File: src/rtl/preamble_gen_pkg.sv
// Package: shared sample type, sequencing phases and the ROM fill rule.
// Assumes: samples are signed two's complement of SMP_W bits per component.
package preamble_gen_pkg;

    localparam int SMP_W = 16;

    typedef struct packed {
        logic signed [SMP_W-1:0] re;
        logic signed [SMP_W-1:0] im;
    } cplx_t;

    typedef enum logic [1:0] {
        PH_SHORT = 2'd0,
        PH_GUARD = 2'd1,
        PH_LONG  = 2'd2,
        PH_TAIL  = 2'd3
    } phase_e;

    // Compute one ROM word from the per-ROM bases and the entry index.
    function automatic cplx_t fill_word(input int re_base, input int im_base, input int k);
        cplx_t w;
        w.re = SMP_W'(re_base + k);
        w.im = SMP_W'(im_base + k);
        return w;
    endfunction

endpackage

File: src/rtl/preamble_rom.sv
// Module: asynchronous-read training-symbol ROM.
// Does: holds DEPTH complex words filled at elaboration from two bases.
// Assumes: DEPTH is a power of two so that every address is in range.
module preamble_rom
    import preamble_gen_pkg::*;
#(
    parameter int DEPTH   = 64,
    parameter int RE_BASE = 0,
    parameter int IM_BASE = 0,
    localparam int AW     = $clog2(DEPTH)
) (
    input  logic [AW-1:0] addr,
    output cplx_t         word
);

    cplx_t table_q [DEPTH];

    // Fill each entry from the package rule.
    for (genvar g = 0; g < DEPTH; g++) begin : g_fill
        assign table_q[g] = fill_word(RE_BASE, IM_BASE, g);
    end

    // Look up the addressed entry.
    assign word = table_q[addr];

endmodule

File: src/rtl/preamble_seq.sv
// Module: preamble sequencer.
// Does: walks the short part (SHORT_REPS whole symbols), then the guard
//       (tail of the long symbol), then LONG_REPS whole long symbols, and
//       raises done once the final sample has been taken.
// Assumes: SHORT_LEN <= LONG_LEN, GUARD_LEN <= LONG_LEN, and the output stage
//          reports slot_free and last_take for its single holding register.
module preamble_seq
    import preamble_gen_pkg::*;
#(
    parameter int SHORT_LEN  = 16,
    parameter int SHORT_REPS = 10,
    parameter int LONG_LEN   = 64,
    parameter int GUARD_LEN  = 32,
    parameter int LONG_REPS  = 2,
    localparam int IW        = $clog2(LONG_LEN),
    localparam int MAX_REPS  = (SHORT_REPS > LONG_REPS) ? SHORT_REPS : LONG_REPS,
    localparam int RW        = $clog2(MAX_REPS + 1)
) (
    input  logic          clk,
    input  logic          rst_n,
    input  logic          start,
    input  logic          smp_en,
    input  logic          slot_free,
    input  logic          last_take,
    output logic          load,
    output logic          rd_long,
    output logic [IW-1:0] rd_addr,
    output logic          busy,
    output logic          done
);

    localparam logic [IW-1:0] SHORT_LAST  = IW'(SHORT_LEN - 1);
    localparam logic [IW-1:0] LONG_LAST   = IW'(LONG_LEN - 1);
    localparam logic [IW-1:0] GUARD_FIRST = IW'(LONG_LEN - GUARD_LEN);
    localparam logic [RW-1:0] SREP_LAST   = RW'(SHORT_REPS - 1);
    localparam logic [RW-1:0] LREP_LAST   = RW'(LONG_REPS - 1);

    phase_e        phase_q;
    logic [IW-1:0] idx_q;
    logic [RW-1:0] rep_q;

    // Fetch one sample when running, a beat arrives and the slot is free.
    assign load    = busy && (phase_q != PH_TAIL) && smp_en && slot_free;
    assign rd_long = (phase_q != PH_SHORT);
    assign rd_addr = idx_q;

    // Advance phase, index and repeat count; track busy and the done pulse.
    always_ff @(posedge clk) begin
        if (!rst_n) begin
            busy    <= 1'b0;
            done    <= 1'b0;
            phase_q <= PH_SHORT;
            idx_q   <= '0;
            rep_q   <= '0;
        end else begin
            done <= 1'b0;
            if (!busy) begin
                if (start) begin
                    busy    <= 1'b1;
                    phase_q <= PH_SHORT;
                    idx_q   <= '0;
                    rep_q   <= '0;
                end
            end else if (phase_q == PH_TAIL) begin
                if (last_take) begin
                    busy <= 1'b0;
                    done <= 1'b1;
                end
            end else if (load) begin
                case (phase_q)
                    PH_SHORT: begin
                        if (idx_q == SHORT_LAST) begin
                            idx_q <= '0;
                            if (rep_q == SREP_LAST) begin
                                rep_q   <= '0;
                                phase_q <= (GUARD_LEN > 0) ? PH_GUARD : PH_LONG;
                                idx_q   <= (GUARD_LEN > 0) ? GUARD_FIRST : '0;
                            end else begin
                                rep_q <= rep_q + 1'b1;
                            end
                        end else begin
                            idx_q <= idx_q + 1'b1;
                        end
                    end
                    PH_GUARD: begin
                        if (idx_q == LONG_LAST) begin
                            idx_q   <= '0;
                            phase_q <= PH_LONG;
                        end else begin
                            idx_q <= idx_q + 1'b1;
                        end
                    end
                    PH_LONG: begin
                        if (idx_q == LONG_LAST) begin
                            idx_q <= '0;
                            if (rep_q == LREP_LAST) begin
                                rep_q   <= '0;
                                phase_q <= PH_TAIL;
                            end else begin
                                rep_q <= rep_q + 1'b1;
                            end
                        end else begin
                            idx_q <= idx_q + 1'b1;
                        end
                    end
                    default: phase_q <= PH_TAIL;
                endcase
            end
        end
    end

    // done lasts exactly one cycle.
    a_r9_done_single: assert property (@(posedge clk) disable iff (!rst_n)
        done |=> !done);

    // busy only falls together with the done pulse.
    a_r2_busy_until_done: assert property (@(posedge clk) disable iff (!rst_n)
        $fell(busy) |-> done);

    // the guard never reads the front half of the long symbol.
    a_r5_guard_tail: assert property (@(posedge clk) disable iff (!rst_n)
        (busy && phase_q == PH_GUARD) |-> (idx_q >= GUARD_FIRST));

    // a start while busy leaves the position untouched unless a sample moved.
    a_r10_start_ignored: assert property (@(posedge clk) disable iff (!rst_n)
        (busy && start && !load && phase_q != PH_TAIL) |=> ($stable(idx_q) && $stable(rep_q) && busy));

endmodule

File: src/rtl/preamble_out.sv
// Module: output holding register for the sample stream.
// Does: captures a fetched sample and presents it until the consumer takes it.
// Assumes: the sequencer only fetches when slot_free is high.
module preamble_out
    import preamble_gen_pkg::*;
(
    input  logic  clk,
    input  logic  rst_n,
    input  logic  load,
    input  cplx_t din,
    input  logic  ready,
    output logic  valid,
    output cplx_t dout,
    output logic  slot_free,
    output logic  take
);

    // The slot can take a new sample when empty or being emptied this cycle.
    assign slot_free = !valid || ready;
    assign take      = valid && ready;

    // Hold or replace the presented sample.
    always_ff @(posedge clk) begin
        if (!rst_n) begin
            valid <= 1'b0;
            dout  <= '0;
        end else if (load) begin
            valid <= 1'b1;
            dout  <= din;
        end else if (ready) begin
            valid <= 1'b0;
        end
    end

    // a stalled sample stays valid and unchanged.
    a_r8_hold_stalled: assert property (@(posedge clk) disable iff (!rst_n)
        (valid && !ready) |=> (valid && $stable(dout)));

endmodule

File: src/rtl/preamble_gen.sv
// Module: OFDM training preamble generator (top).
// Does: on start, streams the short then the long training samples on a
//       valid/ready interface, one per smp_en beat, and pulses done at the end.
// Assumes: smp_en marks the sample rate; start may be a level or a pulse.
module preamble_gen
    import preamble_gen_pkg::*;
#(
    parameter int SHORT_LEN     = 16,
    parameter int SHORT_REPS    = 10,
    parameter int LONG_LEN      = 64,
    parameter int GUARD_LEN     = 32,
    parameter int LONG_REPS     = 2,
    parameter int SHORT_RE_BASE = 32'h1000,
    parameter int SHORT_IM_BASE = 32'h2000,
    parameter int LONG_RE_BASE  = 32'h3000,
    parameter int LONG_IM_BASE  = -4096
) (
    input  logic                    clk,
    input  logic                    rst_n,
    input  logic                    smp_en,
    input  logic                    start,
    input  logic                    out_ready,
    output logic                    out_valid,
    output logic signed [SMP_W-1:0] out_re,
    output logic signed [SMP_W-1:0] out_im,
    output logic                    busy,
    output logic                    done
);

    localparam int IW  = $clog2(LONG_LEN);
    localparam int SAW = $clog2(SHORT_LEN);

    logic          load;
    logic          rd_long;
    logic [IW-1:0] rd_addr;
    logic          slot_free;
    logic          take;
    cplx_t         short_word;
    cplx_t         long_word;
    cplx_t         fetch_word;
    cplx_t         held_word;

    preamble_seq #(
        .SHORT_LEN (SHORT_LEN),
        .SHORT_REPS(SHORT_REPS),
        .LONG_LEN  (LONG_LEN),
        .GUARD_LEN (GUARD_LEN),
        .LONG_REPS (LONG_REPS)
    ) seq_i (
        .clk      (clk),
        .rst_n    (rst_n),
        .start    (start),
        .smp_en   (smp_en),
        .slot_free(slot_free),
        .last_take(take),
        .load     (load),
        .rd_long  (rd_long),
        .rd_addr  (rd_addr),
        .busy     (busy),
        .done     (done)
    );

    preamble_rom #(
        .DEPTH  (SHORT_LEN),
        .RE_BASE(SHORT_RE_BASE),
        .IM_BASE(SHORT_IM_BASE)
    ) short_rom_i (
        .addr(rd_addr[SAW-1:0]),
        .word(short_word)
    );

    preamble_rom #(
        .DEPTH  (LONG_LEN),
        .RE_BASE(LONG_RE_BASE),
        .IM_BASE(LONG_IM_BASE)
    ) long_rom_i (
        .addr(rd_addr),
        .word(long_word)
    );

    // Pick the ROM that serves the current phase.
    assign fetch_word = rd_long ? long_word : short_word;

    preamble_out out_i (
        .clk      (clk),
        .rst_n    (rst_n),
        .load     (load),
        .din      (fetch_word),
        .ready    (out_ready),
        .valid    (out_valid),
        .dout     (held_word),
        .slot_free(slot_free),
        .take     (take)
    );

    assign out_re = held_word.re;
    assign out_im = held_word.im;

    // a freshly presented sample follows an enable beat.
    a_r3_new_on_beat: assert property (@(posedge clk) disable iff (!rst_n)
        (out_valid && !$past(out_valid)) |-> $past(smp_en));

    // done follows an acceptance in the previous cycle.
    a_r9_done_after_take: assert property (@(posedge clk) disable iff (!rst_n)
        done |-> ($past(out_valid && out_ready) && !busy));

    // an idle block presents nothing.
    a_r1_idle_quiet: assert property (@(posedge clk) disable iff (!rst_n)
        !busy |-> !out_valid);

endmodule

File: config.mk
export PLATFORM = sky130hd
export DESIGN_NAME = preamble_gen
export DESIGN_NICKNAME = d
export VERILOG_FILES = /design/src/rtl/preamble_gen_pkg.sv /design/src/rtl/preamble_rom.sv /design/src/rtl/preamble_seq.sv /design/src/rtl/preamble_out.sv /design/src/rtl/preamble_gen.sv
export SDC_FILE = /design/constraint.sdc
export NUM_CORES = 1
export LEC_CHECK = 0
export BUFFER_PORTS_ARGS = -buffer_cell sky130_fd_sc_hd__buf_2
export CAP_MARGIN = 20
export CELL_PAD_IN_SITES_DETAIL_PLACEMENT = 1
export CELL_PAD_IN_SITES_GLOBAL_PLACEMENT = 1
export CORE_ASPECT_RATIO = 0.6
export CORE_MARGIN = 3
export CORE_UTILIZATION = 39
export CTS_BUF_LIST = sky130_fd_sc_hd__clkbuf_2
export CTS_CLUSTER_SIZE = 8
export DETAILED_ROUTE_END_ITERATION = 12
export GPL_TIMING_DRIVEN = 0
export PLACE_DENSITY_LB_ADDON = 0.1
export SYNTH_ARGS = -nofsm -noshare
export SYNTH_HDL_FRONTEND = slang
export SYNTH_SLANG_ARGS = --single-unit
File: constraint.sdc
create_clock -name clk -period 3.2 [get_ports clk]
set_input_delay 0.16 -clock clk [delete_from_list [all_inputs] [get_ports clk]]
set_output_delay 0.16 -clock clk [all_outputs]
set_load 0.05 [all_outputs]
==> results.md, run 1 <==
* Clock power share at 23.0%
* CTS tree: done
* CP startpoint kind: flop
* Post-synthesis register bit count at 23
* Slew Viols, Final at 0
* Gr usage total at 17.2%
* Critical path peak fanout at 7
* Initial antenna violation count at 0
* Share of cells above drive strength 1 at 28.0%
* Post-synth top flop: dfxtp_1
* DP Wirelength at about 2900 um
* Clock latency on the worst-skew pair at 0.36 ns
* First-pass GRT wire length at 5950 um
* Net Switching at 0.191 mW
* Slew margin rel. at 58.1%
* Fin area at 1670 um^2
* Most area-consuming cells after synthesis: dfxtp_1, buf_4, ha_1
* H-tree depth at 1
* Vias at 1304
* Largest net degree at the start of global routing at 14
* Final nets at 230
* Minimum clock period at around 2.7 ns
* Synth area leader: dfxtp_1
* Post-Syn Instances at 172
* Post-DRT Antenna Nets at 0
* Pwr dens at 324 nW/um^2
* Vias per inst at between 5 and 6
* Seq pwr share at between 50% and 60%
* Area of the mapped netlist at 1420 um^2
* Final hold vios at 0
* Final WL at 3680 um
* Die area at 4430 um^2
* WHS Path Cells at 2
* Reg2Reg Depth at 7
* Unrepaired setup endpoints after global routing: false
* Congestion Overflow GR at 0
* Maximum clock rate at about 370 MHz
* Sequential share of the synthesized area at 32.4%
* Hold-fix buffers, CTS at 0
* Final worst-path cycle share at 85.2%
* Vias in the first global route at 1234
* Synth cell types at 41
* Syn avg cell area at 8.26 um^2
* # port buffers at 25
* Die height at 52.8 um
* N_diodes at 0
* Post-cts gate resize count at 0
* Part of the power in combinational logic at between 20% and 30%
* DRT Pass-1 Iters at 4
* DP Cell Count at 255
* Clk Tree Root Cell: clkbuf_2
* Crit Path Class: reg2reg
* Setup TNS at 0 ns
* Fill cells at 435
* Reg clk slew, reported paths at 0.24 ns
* Total Power at 0.542 mW
* DRC Markers at 0
* Boundary Pins at 40
* Peak supply drop at 0.000159 V
* P_leak at 0.789 nW
* Setup violators final at 0
* Synth cell count leaders: buf_4, dfxtp_1, nand2_1, a21oi_1, nor2_1
* Max-Cap Viols at 0
* Drt wl/cell at 14.2 um
* Most numerous cell in the Yosys netlist: buf_4
* Initial Utilization at 42.3%
* Reg-to-reg setup timing slack at 0.47 ns
* P_int at 0.351 mW
* Worst Tran Pin Value at 0.626 ns
* Num rows at 16
* DR iter-0 viols at 53
* Routability cong. at just under 0.8
* Synth top area share at 32.4%
* Sink Count at 23
* Post-synth EDFFs at 0
* CP endpoint kind: flop
* Setup Skew at ~0.016 ns
* Die W at 83.9 um
* Outcome: finished clean
* WP data arrival at roughly 3 ns
* Placement Cell Area at approximately 1700 um^2
* Layout area overhead at 17.6%
* Worst hold path class: in2reg
* Post-CTS setup buffers at 0
* Maximum root-to-sink buffer count at 2
* Non-filler instance count after layout at 259
* Core area at 3360 um^2
* CP Data Required Time at 3.47 ns
* Switching share of power at roughly a third
* Async SR Flop Fraction at 0%
* Warnings, synthesis at 0
* Clock buffer count from CTS at 3
## path summary, 6_finish.rpt
path / startpoint / endpoint
setup / recovery: seq_i.phase_q[0] / seq_i.rep_q[2]
setup reg to reg: seq_i.phase_q[0] / seq_i.rep_q[2]
hold reg to reg: out_i.dout[4] / out_i.dout[4]
hold / removal: rst_n / seq_i.rd_addr[3]
## flip-flops by register name, summed over array words and instances, names as in the netlist
name / count
seq_i.rd_addr: 6
seq_i.rep_q: 4
seq_i.phase_q: 2
seq_i.done: 1
out_i.valid: 1
seq_i.busy: 1
out_i.dout: 8
## stage by stage
step | setup WS (ns) | utilization (%) | hold slack (ns)
detailed placement | 0.512 | 49.1 | 0.459
global placement | 0.595 | 49.1 | 0.453
floorplan | 0.731 | - | 0.282
global route | 0.356 | 49.7 | 0.0107
CTS | 0.489 | 49.7 | 0.0425
finish | 0.474 | 49.7 | 0.0467
## kinds of logic after synthesis
group,share of synthesized area [%]
fa+ha+maj,8.80
compound gates,16.7
flops,32.4
buf+inv,15.6
other cells,0.264
mux,2.11
simple gates,23.5
xor+xnor,0.616
## cell type report
class / count / area [um^2] / share of cell area (%)
Timing Repair Buffer: 25 / 125 / 7.49
Clock inverter: 1 / 5.00 / 0.299
Tap cell: 45 / 56.3 / 3.37
Sequential cell: 23 / 460 / 27.5
Multi-Input combinational cell: 127 / 788 / 47.2
Clock buffer: 3 / 15.0 / 0.898
Inverter: 7 / 26.3 / 1.57
Buffer: 28 / 195 / 11.7
## metal layers
metal	part of all wire (%)	GRT usage (%)
met4	0.38	1.60
met3	5.6	5.34
met5	0	0
met2	43	28.9
met1	51	22.5
## placed cells by master, fill, tap and decap left out, types with 2 or more instances in the layout
cell type  instances
nor2_1            11
or3_1              2
nand3b_1           5
nand2_1           19
o21ai_0            7
clkbuf_2           3
buf_4             24
dfxtp_1           23
o31ai_1            2
nor3_1             2
o41ai_1            2
clkbuf_1           4
nor2b_1            3
mux2i_1            3
inv_1              6
nand3_1            7
buf_2             25
a31oi_1            2
nor3b_1            2
and2_1             2
a21oi_1           13
ha_1              10
conb_1            14
or2_2              3
## worst max-delay path: stages, from the launching register on
cell and delay, ns:
dfxtp_1 0.51, inv_1 0.13, ha_1 0.29, or4b_1 0.49, a2111o_1 0.52, or4b_4 0.52
nand3_1 0.12, o31ai_2 0.07
## power by group through the flow
stage               clock, mW  combinational [mW]  sequential, mW
finish                  0.125               0.122           0.296
global route            0.142               0.128           0.298
CTS                     0.130               0.120           0.296
detailed placement          0               0.120           0.302
global placement            0               0.118           0.301
floorplan                   0              0.0887           0.313
(Power assumes the default switching activity.)
==> run 2: changes to the inputs <==
Settings changed: ABC_AREA set to 1, CORE_UTILIZATION 39 to 38.
==> results.md, run 2 <==
* Commonest non-fill, non-tap cells in the layout: nand2_1, buf_2, nor2_1
* H-tree depth at 1
* N_diodes at 0
* Routability cong. at between 0.7 and 0.8
* Placement Cell Area at 1750 um^2
* Minimum clock period at 1.72 ns
* Switching share of power at 41.9%
* Post-cts gate resize count at 0
* Die W at between 80 and 90 um
* Initial antenna violation count at 0
* Setup TNS at 0 ns
* Setup ws final at 1.48 ns
* Drt wl/cell at 12.2 um
* Die height at around 55 um
* Critical path peak fanout at 6
* Unrepaired setup endpoints after global routing: false
* Biggest register: out_i.dout
* Buf+Inv Stages, Crit Path at 1
* Syn avg cell area at ~7.1 um^2
* Most area-consuming cells after synthesis: dfxtp_1, buf_4, nand2_1
* Die area at roughly 4800 um^2
* Synth cell count leaders: nand2_1, nor2_1, buf_4, dfxtp_1, inv_1
* Clk Tree Root Cell: clkbuf_2
* Clock buffer count from CTS at 3
* Maximum clock rate at a little under 600 MHz
* Most numerous cell in the Yosys netlist: nand2_1
* Gr usage total at 16.4%
* Synth top area share at 30.3%
* Slew Viols, Final at 0
* Boundary Pins at 40
* Non-filler instance count after layout at 304
* Core area at 3740 um^2
* First-pass GRT wire length at 6040 um
* Top cell by count, worst path: nor2_1
* Vias per inst at 4.55
* Net Switching at between 0.2 and 0.3 mW
* CP Data Required Time at 3.48 ns
* Post-Syn Instances at 215
* CP startpoint kind: flop
* Vias at ~1400
* Final nets at 273
* Synth cell types at 28
* P_leak at 0.910 nW
* Setup Skew at 0.0123 ns
* Num rows at 17
* Vias in the first global route at 1198
* Fin area at 1770 um^2
* Congestion Overflow GR at 0
* Setup violators final at 0
* Initial Utilization at roughly 41%
* Multi-input gate area at between 800 and 900 um^2
* Layout area overhead at 16.6%
* CP endpoint kind: flop
* Fill cells at slightly above 500
* DP Wirelength at 2970 um
* Final WL at 3710 um
* CTS tree: done
* DRC Markers at 0
* P_int at 0.405 mW
* Largest net degree at the start of global routing at 14
* Pre-CTS setup slack at 1.51 ns
* Outcome: finished clean
* Post-synth top flop: dfxtp_1
* Max-Cap Viols at 0
* Area of the mapped netlist at 1520 um^2
* Total Power at 0.697 mW
* Seq pwr share at 46.0%
* Final worst-path cycle share at 53.6%
* Worst hold path class: in2reg
* Pwr dens at 394 nW/um^2
* Post-DRT Antenna Nets at 0
* Max incr delay on CP at 0.42 ns
* Maximum root-to-sink buffer count at 2
* Warnings, synthesis at 0
* Clock power share at 17.8%
* Post-CTS setup buffers at 0
* Max FFs per register at 8
* # port buffers at 25
* Slowest cell on crit path: dfxtp_1
* DR iter-0 viols at 59
* Final hold vios at 0
* DRT Pass-1 Iters at 4
* Sequential share of the synthesized area at around 30%
* FF/Latch Area at 460 um^2
* Async SR Flop Fraction at 0%
* Crit Path Class: reg2reg
* Reg clk slew, reported paths at approximately 0.24 ns
* DP Cell Count at 300
* Post-synthesis register bit count at 23
* Hold-fix buffers, CTS at 0
* CP Cell Sequence: inv_1 > ha_1 > nor2_1 > a21oi_1 > nand4_1 > o21ai_1 > nor2_1
* Peak supply drop at 0.000168 V
* Part of the power in combinational logic at 36.2%
* Sink Count at 23
* Share of cells above drive strength 1 at a little under a third
* Top delay family on crit path: flip-flops
* Leading cell type in the layout, fill and taps excluded: nand2_1
* Clock latency on the worst-skew pair at 0.35 ns
* Post-synth EDFFs at 0
* Synth area leader: dfxtp_1
* WP data arrival at 1.99 ns
-- run 2: cell count changes after synthesis, sizes merged, moves of 4 or more --
| cell | change |
|---|---|
| nand2 | +26 |
| nand3 | +10 |
| nand3b | -4 |
| o21ai | +4 |
| buf | +4 |
| nor2 | +20 |
| inv | +16 |
-- run 2: cell families (layout without fill, tap and decap cells) --
family / after synthesis / in the layout / synth area share, %
simple gates: 101 / 101 / 32.2
buf+inv: 52 / 81 / 19.1
compound gates: 27 / 27 / 9.31
flops: 23 / 23 / 30.3
fa+ha+maj: 10 / 10 / 8.24
other cells: 1 / 14 / 0.247
xor+xnor: 1 / 1 / 0.577
-- run 2: power groups by stage --
stage | logic (mW) | registers [mW] | clock network, mW
after CTS | 0.253 | 0.321 | 0.129
after floorplan | 0.184 | 0.344 | 0
after global routing | 0.279 | 0.326 | 0.140
after global placement | 0.246 | 0.326 | 0
final | 0.252 | 0.321 | 0.124
after detailed placement | 0.251 | 0.327 | 0
-- run 2: metal layers --
| layer | track usage [%] | part of all wire (%) |
|---|---|---|
| met4 | 2.30 | 0.54 |
| met2 | 21.6 | 35 |
| met1 | 26.5 | 56 |
| met3 | 3.85 | 8.3 |
| met5 | 0 | 0 |
-- run 2: through the flow --
stage                     hold WS (ns)  util [%]
after detailed placement         0.442      46.8
after CTS                       0.0384      47.3
after global routing            0.0437      47.3
after global placement           0.442      46.8
final                           0.0528      47.3
after floorplan                  0.298         -
-- run 2: worst paths after layout --
kind	start	end	slack, ns	depth (start not counted)
max	seq_i.phase_q[0]	seq_i.rep_q[2]	1.48	7
min	rst_n	seq_i.rd_addr[2]	0.05	3
max reg2reg	seq_i.phase_q[0]	seq_i.rep_q[2]	1.48	7
min reg2reg	out_i.valid	seq_i.done	0.50	2
-- run 2: cell type report --
cell class / instances / share of cell area (%)
clock buffer: 3 / 0.847
clock inverter: 1 / 0.282
timing repair buffer: 25 / 7.06
multi-input combinational: 153 / 46.1
tap: 47 / 3.32
sequential: 23 / 26.0
inverter: 23 / 4.87
buffer: 29 / 11.5
-- run 2: worst reg2reg max path, cell delays in order, from the launching register on --
cell,delay [ns]
dfxtp_1,0.42
inv_1,0.15
ha_1,0.31
nor2_1,0.09
a21oi_1,0.16
nand4_1,0.25
o21ai_1,0.20
nor2_1,0.05
